## src/rtl/cntr_pkg.sv

```systemverilog
package cntr_pkg;

    typedef enum logic [1:0] {
        SRC_FAST    = 2'd0,
        SRC_SLOW    = 2'd1,
        SRC_EXT     = 2'd2,
        SRC_EXT_ALT = 2'd3
    } src_sel_e;

    typedef enum logic {
        GATE_RISE = 1'b0,
        GATE_FALL = 1'b1
    } gate_pol_e;

    typedef enum logic {
        ACT_STARTSTOP = 1'b0,
        ACT_CAPTURE   = 1'b1
    } gate_act_e;

    // Packed MSB first: src lands in bits [1:0], mon_en in bit 7.
    typedef struct packed {
        logic      mon_en;
        logic      run;
        logic      sw_up;
        logic      hw_dir_en;
        gate_act_e act;
        gate_pol_e pol;
        src_sel_e  src;
    } ctrl_t;

    localparam int CTRL_W = $bits(ctrl_t);

    localparam logic [1:0] ADDR_CTRL   = 2'd0;
    localparam logic [1:0] ADDR_COUNT  = 2'd1;
    localparam logic [1:0] ADDR_CAP    = 2'd2;
    localparam logic [1:0] ADDR_STATUS = 2'd3;

    function automatic logic gate_active(gate_pol_e pol, logic now_lvl, logic ref_lvl);
        return (pol == GATE_RISE) ? (now_lvl & ~ref_lvl) : (~now_lvl & ref_lvl);
    endfunction

endpackage

```

## src/rtl/cntr_sync_edge.sv

```systemverilog
module cntr_sync_edge #(
    parameter int STAGES = 2
) (
    input  logic clk,
    input  logic rst,
    input  logic din,
    output logic q,
    output logic rise
);
    logic [STAGES-1:0] chain;
    logic              q_d;

    generate
        for (genvar i = 0; i < STAGES; i++) begin : g_stage
            if (i == 0) begin : g_first
                always_ff @(posedge clk) begin
                    if (rst) chain[0] <= 1'b0;
                    else     chain[0] <= din;
                end
            end else begin : g_next
                always_ff @(posedge clk) begin
                    if (rst) chain[i] <= 1'b0;
                    else     chain[i] <= chain[i-1];
                end
            end
        end
    endgenerate

    always_ff @(posedge clk) begin
        if (rst) q_d <= 1'b0;
        else     q_d <= chain[STAGES-1];
    end

    assign q    = chain[STAGES-1];
    assign rise = chain[STAGES-1] & ~q_d;
endmodule

```

## src/rtl/cntr_src_mux.sv

```systemverilog
module cntr_src_mux
    import cntr_pkg::*;
#(
    parameter int SYNC_STAGES = 2
) (
    input  logic     clk,
    input  logic     rst,
    input  logic     fast_tick,
    input  logic     slow_tick,
    input  logic     ext_pin,
    input  src_sel_e sel,
    output logic     tick,
    output logic     level
);
    logic ext_s;
    logic ext_rise;

    cntr_sync_edge #(.STAGES(SYNC_STAGES)) u_ext (
        .clk  (clk),
        .rst  (rst),
        .din  (ext_pin),
        .q    (ext_s),
        .rise (ext_rise)
    );

    always_comb begin
        unique case (sel)
            SRC_FAST: begin tick = fast_tick; level = fast_tick; end
            SRC_SLOW: begin tick = slow_tick; level = slow_tick; end
            default:  begin tick = ext_rise;  level = ext_s;     end
        endcase
    end
endmodule

```

## src/rtl/cntr_gate_unit.sv

```systemverilog
module cntr_gate_unit
    import cntr_pkg::*;
#(
    parameter int SYNC_STAGES = 2
) (
    input  logic      clk,
    input  logic      rst,
    input  logic      gate_pin,
    input  logic      tick,
    input  gate_pol_e pol,
    output logic      gate_s,
    output logic      hit
);
    logic gate_ref;
    logic unused_rise;

    cntr_sync_edge #(.STAGES(SYNC_STAGES)) u_gsync (
        .clk  (clk),
        .rst  (rst),
        .din  (gate_pin),
        .q    (gate_s),
        .rise (unused_rise)
    );

    // Reference level is refreshed only at source events.
    always_ff @(posedge clk) begin
        if (rst)       gate_ref <= 1'b0;
        else if (tick) gate_ref <= gate_s;
    end

    assign hit = tick & gate_active(pol, gate_s, gate_ref);
endmodule

```

## src/rtl/cntr_core.sv

```systemverilog
module cntr_core #(
    parameter int CNT_W = 24
) (
    input  logic             clk,
    input  logic             rst,
    input  logic             step_en,
    input  logic             up,
    input  logic             load_en,
    input  logic [CNT_W-1:0] load_val,
    output logic [CNT_W-1:0] count,
    output logic             tc
);
    localparam logic [CNT_W-1:0] ALL_ONES = {CNT_W{1'b1}};
    localparam logic [CNT_W-1:0] ONE      = {{(CNT_W-1){1'b0}}, 1'b1};

    logic [CNT_W-1:0] next_val;
    logic             wraps;

    always_comb begin
        next_val = up ? count + ONE : count - ONE;
        wraps    = up ? (count == ALL_ONES) : (count == '0);
    end

    always_ff @(posedge clk) begin
        if (rst) begin
            count <= '0;
            tc    <= 1'b0;
        end else if (load_en) begin
            count <= load_val;
            tc    <= 1'b0;
        end else if (step_en) begin
            count <= next_val;
            tc    <= wraps;
        end else begin
            tc    <= 1'b0;
        end
    end
endmodule

```

## src/rtl/gp_counter_timer.sv

```systemverilog
module gp_counter_timer
    import cntr_pkg::*;
#(
    parameter int CNT_W       = 24,
    parameter int DATA_W      = 32,
    parameter int ADDR_W      = 2,
    parameter int SYNC_STAGES = 2
) (
    input  logic              clk,
    input  logic              rst,
    input  logic              tb_fast_tick,
    input  logic              tb_slow_tick,
    input  logic              ext_src,
    input  logic              gate_in,
    input  logic              updn_pin,
    input  logic              reg_we,
    input  logic              reg_re,
    input  logic [ADDR_W-1:0] reg_addr,
    input  logic [DATA_W-1:0] reg_wdata,
    output logic [DATA_W-1:0] reg_rdata,
    output logic              tc_pulse,
    output logic              mon_oe,
    output logic              src_mon,
    output logic              gate_mon
);
    localparam int CNT_PAD  = DATA_W - CNT_W;
    localparam int CTRL_PAD = DATA_W - CTRL_W;
    localparam int STAT_PAD = DATA_W - 2;

    ctrl_t            ctrl;
    logic             running;
    logic [CNT_W-1:0] count;
    logic [CNT_W-1:0] cap_val;
    logic             cap_valid;
    logic             src_tick;
    logic             src_level;
    logic             gate_s;
    logic             gate_hit;
    logic             cap_hit;
    logic             toggle_hit;
    logic             dir_s;
    logic             dir_rise_unused;
    logic             count_up;
    logic             load_we;
    logic             ctrl_we;
    logic             cap_rd;
    logic [1:0]       addr_lo;

    assign addr_lo = reg_addr[1:0];
    assign ctrl_we = reg_we && (addr_lo == ADDR_CTRL);
    assign load_we = reg_we && (addr_lo == ADDR_COUNT);
    assign cap_rd  = reg_re && (addr_lo == ADDR_CAP);

    cntr_src_mux #(.SYNC_STAGES(SYNC_STAGES)) u_src (
        .clk       (clk),
        .rst       (rst),
        .fast_tick (tb_fast_tick),
        .slow_tick (tb_slow_tick),
        .ext_pin   (ext_src),
        .sel       (ctrl.src),
        .tick      (src_tick),
        .level     (src_level)
    );

    cntr_gate_unit #(.SYNC_STAGES(SYNC_STAGES)) u_gate (
        .clk      (clk),
        .rst      (rst),
        .gate_pin (gate_in),
        .tick     (src_tick),
        .pol      (ctrl.pol),
        .gate_s   (gate_s),
        .hit      (gate_hit)
    );

    cntr_sync_edge #(.STAGES(SYNC_STAGES)) u_dir (
        .clk  (clk),
        .rst  (rst),
        .din  (updn_pin),
        .q    (dir_s),
        .rise (dir_rise_unused)
    );

    assign count_up   = ctrl.hw_dir_en ? dir_s : ctrl.sw_up;
    assign cap_hit    = gate_hit && (ctrl.act == ACT_CAPTURE);
    assign toggle_hit = gate_hit && (ctrl.act == ACT_STARTSTOP);

    cntr_core #(.CNT_W(CNT_W)) u_core (
        .clk      (clk),
        .rst      (rst),
        .step_en  (src_tick && running),
        .up       (count_up),
        .load_en  (load_we),
        .load_val (reg_wdata[CNT_W-1:0]),
        .count    (count),
        .tc       (tc_pulse)
    );

    always_ff @(posedge clk) begin
        if (rst) begin
            ctrl    <= '0;
            running <= 1'b0;
        end else if (ctrl_we) begin
            ctrl    <= ctrl_t'(reg_wdata[CTRL_W-1:0]);
            running <= reg_wdata[6];
        end else if (toggle_hit) begin
            running <= ~running;
        end
    end

    always_ff @(posedge clk) begin
        if (rst) begin
            cap_val   <= '0;
            cap_valid <= 1'b0;
        end else if (cap_hit) begin
            cap_val   <= count;
            cap_valid <= 1'b1;
        end else if (cap_rd) begin
            cap_valid <= 1'b0;
        end
    end

    always_comb begin
        unique case (addr_lo)
            ADDR_CTRL:   reg_rdata = {{CTRL_PAD{1'b0}}, ctrl};
            ADDR_COUNT:  reg_rdata = {{CNT_PAD{1'b0}}, count};
            ADDR_CAP:    reg_rdata = {{CNT_PAD{1'b0}}, cap_val};
            default:     reg_rdata = {{STAT_PAD{1'b0}}, running, cap_valid};
        endcase
    end

    assign mon_oe   = ctrl.mon_en;
    assign src_mon  = src_level;
    assign gate_mon = gate_s;
endmodule

```

## config.mk

```make
export PLATFORM = sky130hd
export DESIGN_NAME = gp_counter_timer
export DESIGN_NICKNAME = d
export VERILOG_FILES = /design/src/rtl/cntr_pkg.sv /design/src/rtl/cntr_sync_edge.sv /design/src/rtl/cntr_src_mux.sv /design/src/rtl/cntr_gate_unit.sv /design/src/rtl/cntr_core.sv /design/src/rtl/gp_counter_timer.sv
export SDC_FILE = /design/constraint.sdc
export NUM_CORES = 1
export LEC_CHECK = 0
export ABC_AREA = 0
export BUFFER_PORTS_ARGS = -buffer_cell sky130_fd_sc_hd__buf_2
export CORE_MARGIN = 1
export CORE_UTILIZATION = 37
export CTS_BUF_LIST = sky130_fd_sc_hd__clkbuf_2
export CTS_CLUSTER_SIZE = 16
export DETAILED_ROUTE_END_ITERATION = 10
export MAX_ROUTING_LAYER = met4
export PLACE_DENSITY = 0.55
export RECOVER_POWER = 25
export SYNTH_ARGS = -nofsm -noshare
export SYNTH_HDL_FRONTEND = slang
export SYNTH_SLANG_ARGS = --single-unit
```

## constraint.sdc

```tcl
create_clock -name clk -period 4.41 [get_ports clk]
set_clock_uncertainty 0.05 [all_clocks]
set_input_delay 0.441 -clock clk [delete_from_list [all_inputs] [get_ports clk]]
set_output_delay 0.441 -clock clk [all_outputs]
set_load 0.01 [all_outputs]
```

# Yosys cells after proc, flatten, opt, wreduce, memory -nomap -nowiden
# Index checks and enable logic that the tools add are counted.
[totals]
register_bits = 67
in_bits = 43
out_inout_bits = 36
word_cells = 62
[classes]
add_sub_neg = 2
n_eq_ne = 4
muxes = 13
bitwise = 10
n_reduce_logical = 13
[op_table]
columns = ["cell", "count"]
rows = [
  ["$mux W24", 3],
  ["$pmux W24 S3", 1],
  ["$add A24 B1 Y24 const B", 1],
  ["$eq A24 B24 Y1 const B", 1],
  ["$logic_not A24 Y1", 1],
  ["$sub A24 B1 Y24 const B", 1],
  ["$mux W1", 7],
  ["$logic_and A1 B1 Y1", 6],
  ["$not A1 Y1", 6],
  ["$reduce_bool A2 Y1", 3],
  ["$and A1 B1 Y1", 4],
  ["$eq A2 B1 Y1 const B", 2],
  ["$logic_not A2 Y1", 2],
  ["$pmux W1 S2", 2],
  ["$reduce_or A3 Y1", 1],
  ["$eq A2 B2 Y1 const B", 1],
]

# Longest topological paths before layout
[depth]
depth_word = 7
ltp_mapped = 11
depth_no_buf = 10

# Modules after synthesis
# Synthesis repeated with hierarchy kept, for this count alone.
[hier_totals]
cells_unflattened = 559
hier_area_um2 = 4484.3
[by_module_without_submodules]
columns = ["mod", "instances", "cells_per_inst", "area_per_inst_um2", "seq_area_each_um2"]
rows = [
  ["cntr_core", 1, 329, 2462.4, 500.5],
  ["gp_counter_timer", 1, 198, 1664.1, 680.7],
  ["cntr_sync_edge", 3, 7, 87.6, 60.1],
  ["cntr_gate_unit", 1, 6, 57.6, 20.0],
  ["cntr_src_mux", 1, 5, 37.5, 0.0],
]

# Worst setup path after synthesis
# Ideal clock, no wire load.
[synth_timing]
kind = "register -> register"
from = "register ctrl[4] (netlist bit)"
to = "register u_core.count[22]"
setup_ns = 0.103
arrival_ns = 3.762
required_time_ns = 4.257
path_slack_ns = 0.494
path_stages_with_launch = 11
path_buffers = 0
period_less_slack_ns = 3.916
cell_sequence = "dfxtp_1 > mux2i_1 > ha_1 > a211oi_2 > nor2_2 > o31ai_4 > o21ai_2 > o31a_1 > a31oi_1 > xor2_1 > a2111oi_2"
[synth_via]
elab_chain_len = 4
[synth_rtl]
columns = ["item", "line", "rtl"]
rows = [
  ["start: declaration", "gp_counter_timer.sv:30", "ctrl_t ctrl;"],
  ["start signal: assignment", "gp_counter_timer.sv:103", "ctrl <= ctrl_t'(reg_wdata[CTRL_W-1:0]);"],
  ["$mux W1", "gp_counter_timer.sv:83", "assign count_up = ctrl.hw_dir_en ? dir_s : ctrl.sw_up;"],
  ["$mux W24", "cntr_core.sv:20", "next_val = up ? count + ONE : count - ONE;"],
  ["$mux W24", "cntr_core.sv:31", "end else if (step_en) begin"],
  ["$mux W24", "cntr_core.sv:28", "end else if (load_en) begin"],
  ["end signal: assignment", "cntr_core.sv:29", "count <= load_val;"],
  ["end signal: assignment", "cntr_core.sv:32", "count <= next_val;"],
  ["end: declaration", "cntr_core.sv:10", "output logic [CNT_W-1:0] count,"],
]
# Every way passes these cells. The select of a mux whose other input is x is not followed.
# A chain may end at the register's enable or synchronous reset.

# Worst setup path in the final report
# Ends and elaborated chain as after synthesis.

==> impl_metrics.json <==
{
  "grt_max_degree": 47,
  "dp.cells": 689,
  "setup_viol": 0,
  "power.total_mw": 1.60,
  "hpwl_um": 8320,
  "cts_root_buffer": "clkbuf_2",
  "coreArea_mm2": 0.0110,
  "worstPathMaxFanout": 29,
  "cts_buffers": 9,
  "p_per_area_mw_per_mm2": 331,
  "netlist_area_mm2": 0.00426,
  "overflow": 0,
  "fmax_mhz": 301,
  "ctsHoldBuffers": 0,
  "routed_via_density": 5.54,
  "clockBufferDepth": 2,
  "nets": 629,
  "synth_top_area_share": 0.315,
  "fillers": 1137,
  "end_kind": "register",
  "area_growth_pct": 13.1,
  "grt_usage": 0.215,
  "syn_inst": 504,
  "layout-drive-gt1-share": 0.181,
  "yosysTopAreaCell": "dfxtp_1",
  "seq_area_frac_synth": 0.315,
  "r2r_start": "ctrl[4]$_SDFFE_PP0P_",
  "yosysWarnings": 0,
  "rrSetupSlack_ns": 1.09,
  "drt_pre_antenna_iters": 4,
  "place.gp.congestion": 0.958,
  "hold_start": "ext_src",
  "worstMarginPinSlew_ns": 2.02,
  "synth_cell_types": 61,
  "syn_avg_cell_area_um2": 8.46,
  "clk_latency_ns": 0.54,
  "required_ns": 4.79,
  "setup_tns_ns": 0,
  "die_area_mm2": 0.0120,
  "antenna_found_initial": 1,
  "relSlewSlack": -0.348,
  "hold_end": "u_src.u_ext.chain[0]$_SDFF_PP0_",
  "synth-edff-count": 0,
  "path_clk_slew_ns": 0.22,
  "period_needed_ns": 3.32,
  "grt_pass1_wl_um": 19100,
  "drv_slew": 47,
  "cap_violations": 1,
  "grt_pass1_vias": 3744,
  "post_cts_buffers": 0,
  "wl_per_cell_um": 16.6,
  "rsz0062_at_grt": "no",
  "layout_commonest_cell": "dfxtp_1",
  "rows": 38,
  "hold_path_depth": 2,
  "drc": 0,
  "reg2reg_to": "u_core.count[22]$_SDFFE_PP0P_",
  "finalWirelength_um": 11700,
  "initial_core_util": 0.386,
  "violations": "capacitance limit, slew limit",
  "instances_no_fill": 705,
  "numPortBuffers": 62,
  "reg2reg_depth": 11,
  "final_antenna_net_count": 0,
  "die_y_um": 109,
  "dr_total_vias": 3905,
  "final_cell_mix": "67 x dfxtp_1, 59 x nor2_1, 58 x buf_2, 50 x nand2_1, 43 x mux2i_1",
  "period_share": 0.753,
  "hp-class": "in -> reg",
  "synth-seq-cells": 67,
  "drt_iter0_drc": 230,
  "cts_tree": "yes",
  "hold_viol": 0,
  "pin_count": 79,
  "synthArstFlopShare": 0,
  "ctsResizeCount": 0,
  "startpoint_type": "register",
  "die_w_um": 109,
  "cts.sinks": 67,
  "worstPathArrival_ns": 3.70,
  "status": "finished with violations",
  "htree_num_levels": 3,
  "ys_top_cells_by_area": "dfxtp_1 31%, mux2i_1 10%, ha_1 7.3%",
  "final_core_util": 0.437,
  "vdd_drop_max_mv": 0.141,
  "synth_flop_cell": "dfxtp_1",
  "path_class": "reg -> reg",
  "p_leak_nw": 2.13
}
power breakdown:
group / internal (mW) / switching (mW) / leakage (nW)
Combinational: 0.221 / 0.274 / 1.50
Sequential: 0.631 / 0.0411 / 0.545
Clock: 0.186 / 0.245 / 0.0784
registers in the layout, indices dropped and copies added, names as in the netlist:
signal,flops
cap_val,24
ctrl,7
u_gate.u_gsync.q,1
u_dir.q,1
u_core.count,24
u_dir.chain,1
u_core.tc,1
mon_oe,1
u_gate.u_gsync.chain,1
u_src.u_ext.q_d,1
running,1
u_gate.gate_ref,1
cap_valid,1
u_src.u_ext.q,1
u_src.u_ext.chain,1
cell usage after synthesis (6+ instances only):
cell       n
a21oi_1   26
nor4_1     9
ha_1      25
xnor2_1   12
nand2_1   50
a21o_1     6
a311oi_1   9
buf_2      6
nor3_1     6
nor2b_1   11
mux2i_1   44
nand3_1   11
a31oi_1   11
a211oi_1   9
clkbuf_1  19
o21ai_0   19
a22o_1    16
buf_4      9
nand4_1   10
nor2_1    59
dfxtp_1   67
area by class of cell:
class                      count  area (um^2)  share of cell area
multi-input combinational    404         2760               0.573
sequential                    67         1340               0.278
timing repair buffer          73          384              0.0797
tap                          140          175              0.0363
clock inverter                 6         90.1              0.0187
clock buffer                   9         45.0             0.00934
inverter                       5         18.8             0.00389
antenna                        1         2.50            0.000519
metrics by stage:
| step | worst slack [ns] | area [um^2] | hold slack (ns) |
|---|---|---|---|
| floorplan | 0.494 | 4290 | 0.364 |
| global placement | 1.23 | 4690 | 0.368 |
| detailed placement | 1.19 | 4690 | 0.378 |
| CTS | 1.14 | 4830 | 0.0176 |
| global route | 0.898 | 4820 | 0.0422 |
| finish | 1.09 | 4820 | 0.0348 |
worst max path at each step:
stage	from	to	slack (ns)	cells after the start
final	ctrl[4]$_SDFFE_PP0P_	u_core.count[22]$_SDFFE_PP0P_	1.09	11
after floorplan	ctrl[4]$_SDFFE_PP0P_	u_core.count[22]$_SDFFE_PP0P_	0.49	10
after CTS	ctrl[4]$_SDFFE_PP0P_	u_core.count[22]$_SDFFE_PP0P_	1.14	11
after global placement	ctrl[4]$_SDFFE_PP0P_	u_core.count[22]$_SDFFE_PP0P_	1.23	11
after detailed placement	ctrl[4]$_SDFFE_PP0P_	u_core.count[22]$_SDFFE_PP0P_	1.19	11
after global routing	ctrl[4]$_SDFFE_PP0P_	u_core.count[22]$_SDFFE_PP0P_	0.90	11
metal layers:
metal / vias up / track usage / wire length, um
met3: 23 / 0.0267 / 597
met1: 1817 / 0.289 / 5630
li1: 1953 / - / -
met4: 0 / 0.0914 / 284
met5: - / - / 0
met2: 112 / 0.325 / 5150
critical path: stages (launching register included):
cell       delay, ns
dfxtp_1         0.43
mux2i_2         0.23
buf_4           0.36
ha_1            0.37
a211oi_2        0.28
nor2_2          0.10
o31ai_4         0.25
o21ai_2         0.15
o31a_1          0.30
a31oi_1         0.23
xor2_1          0.12
a2111oi_2       0.35
kinds of logic after synthesis:
family                   share of synthesized area
AND/OR/NAND/NOR                              0.206
adder cells (fa/ha/maj)                     0.0781
multiplexers                                 0.117
other                                     0.000880
AO/OA/AOI/OAI                                0.208
XOR/XNOR                                    0.0308
flip-flops                                   0.315
buffers and inverters                       0.0449
Power figures use the tool's default switching activity.
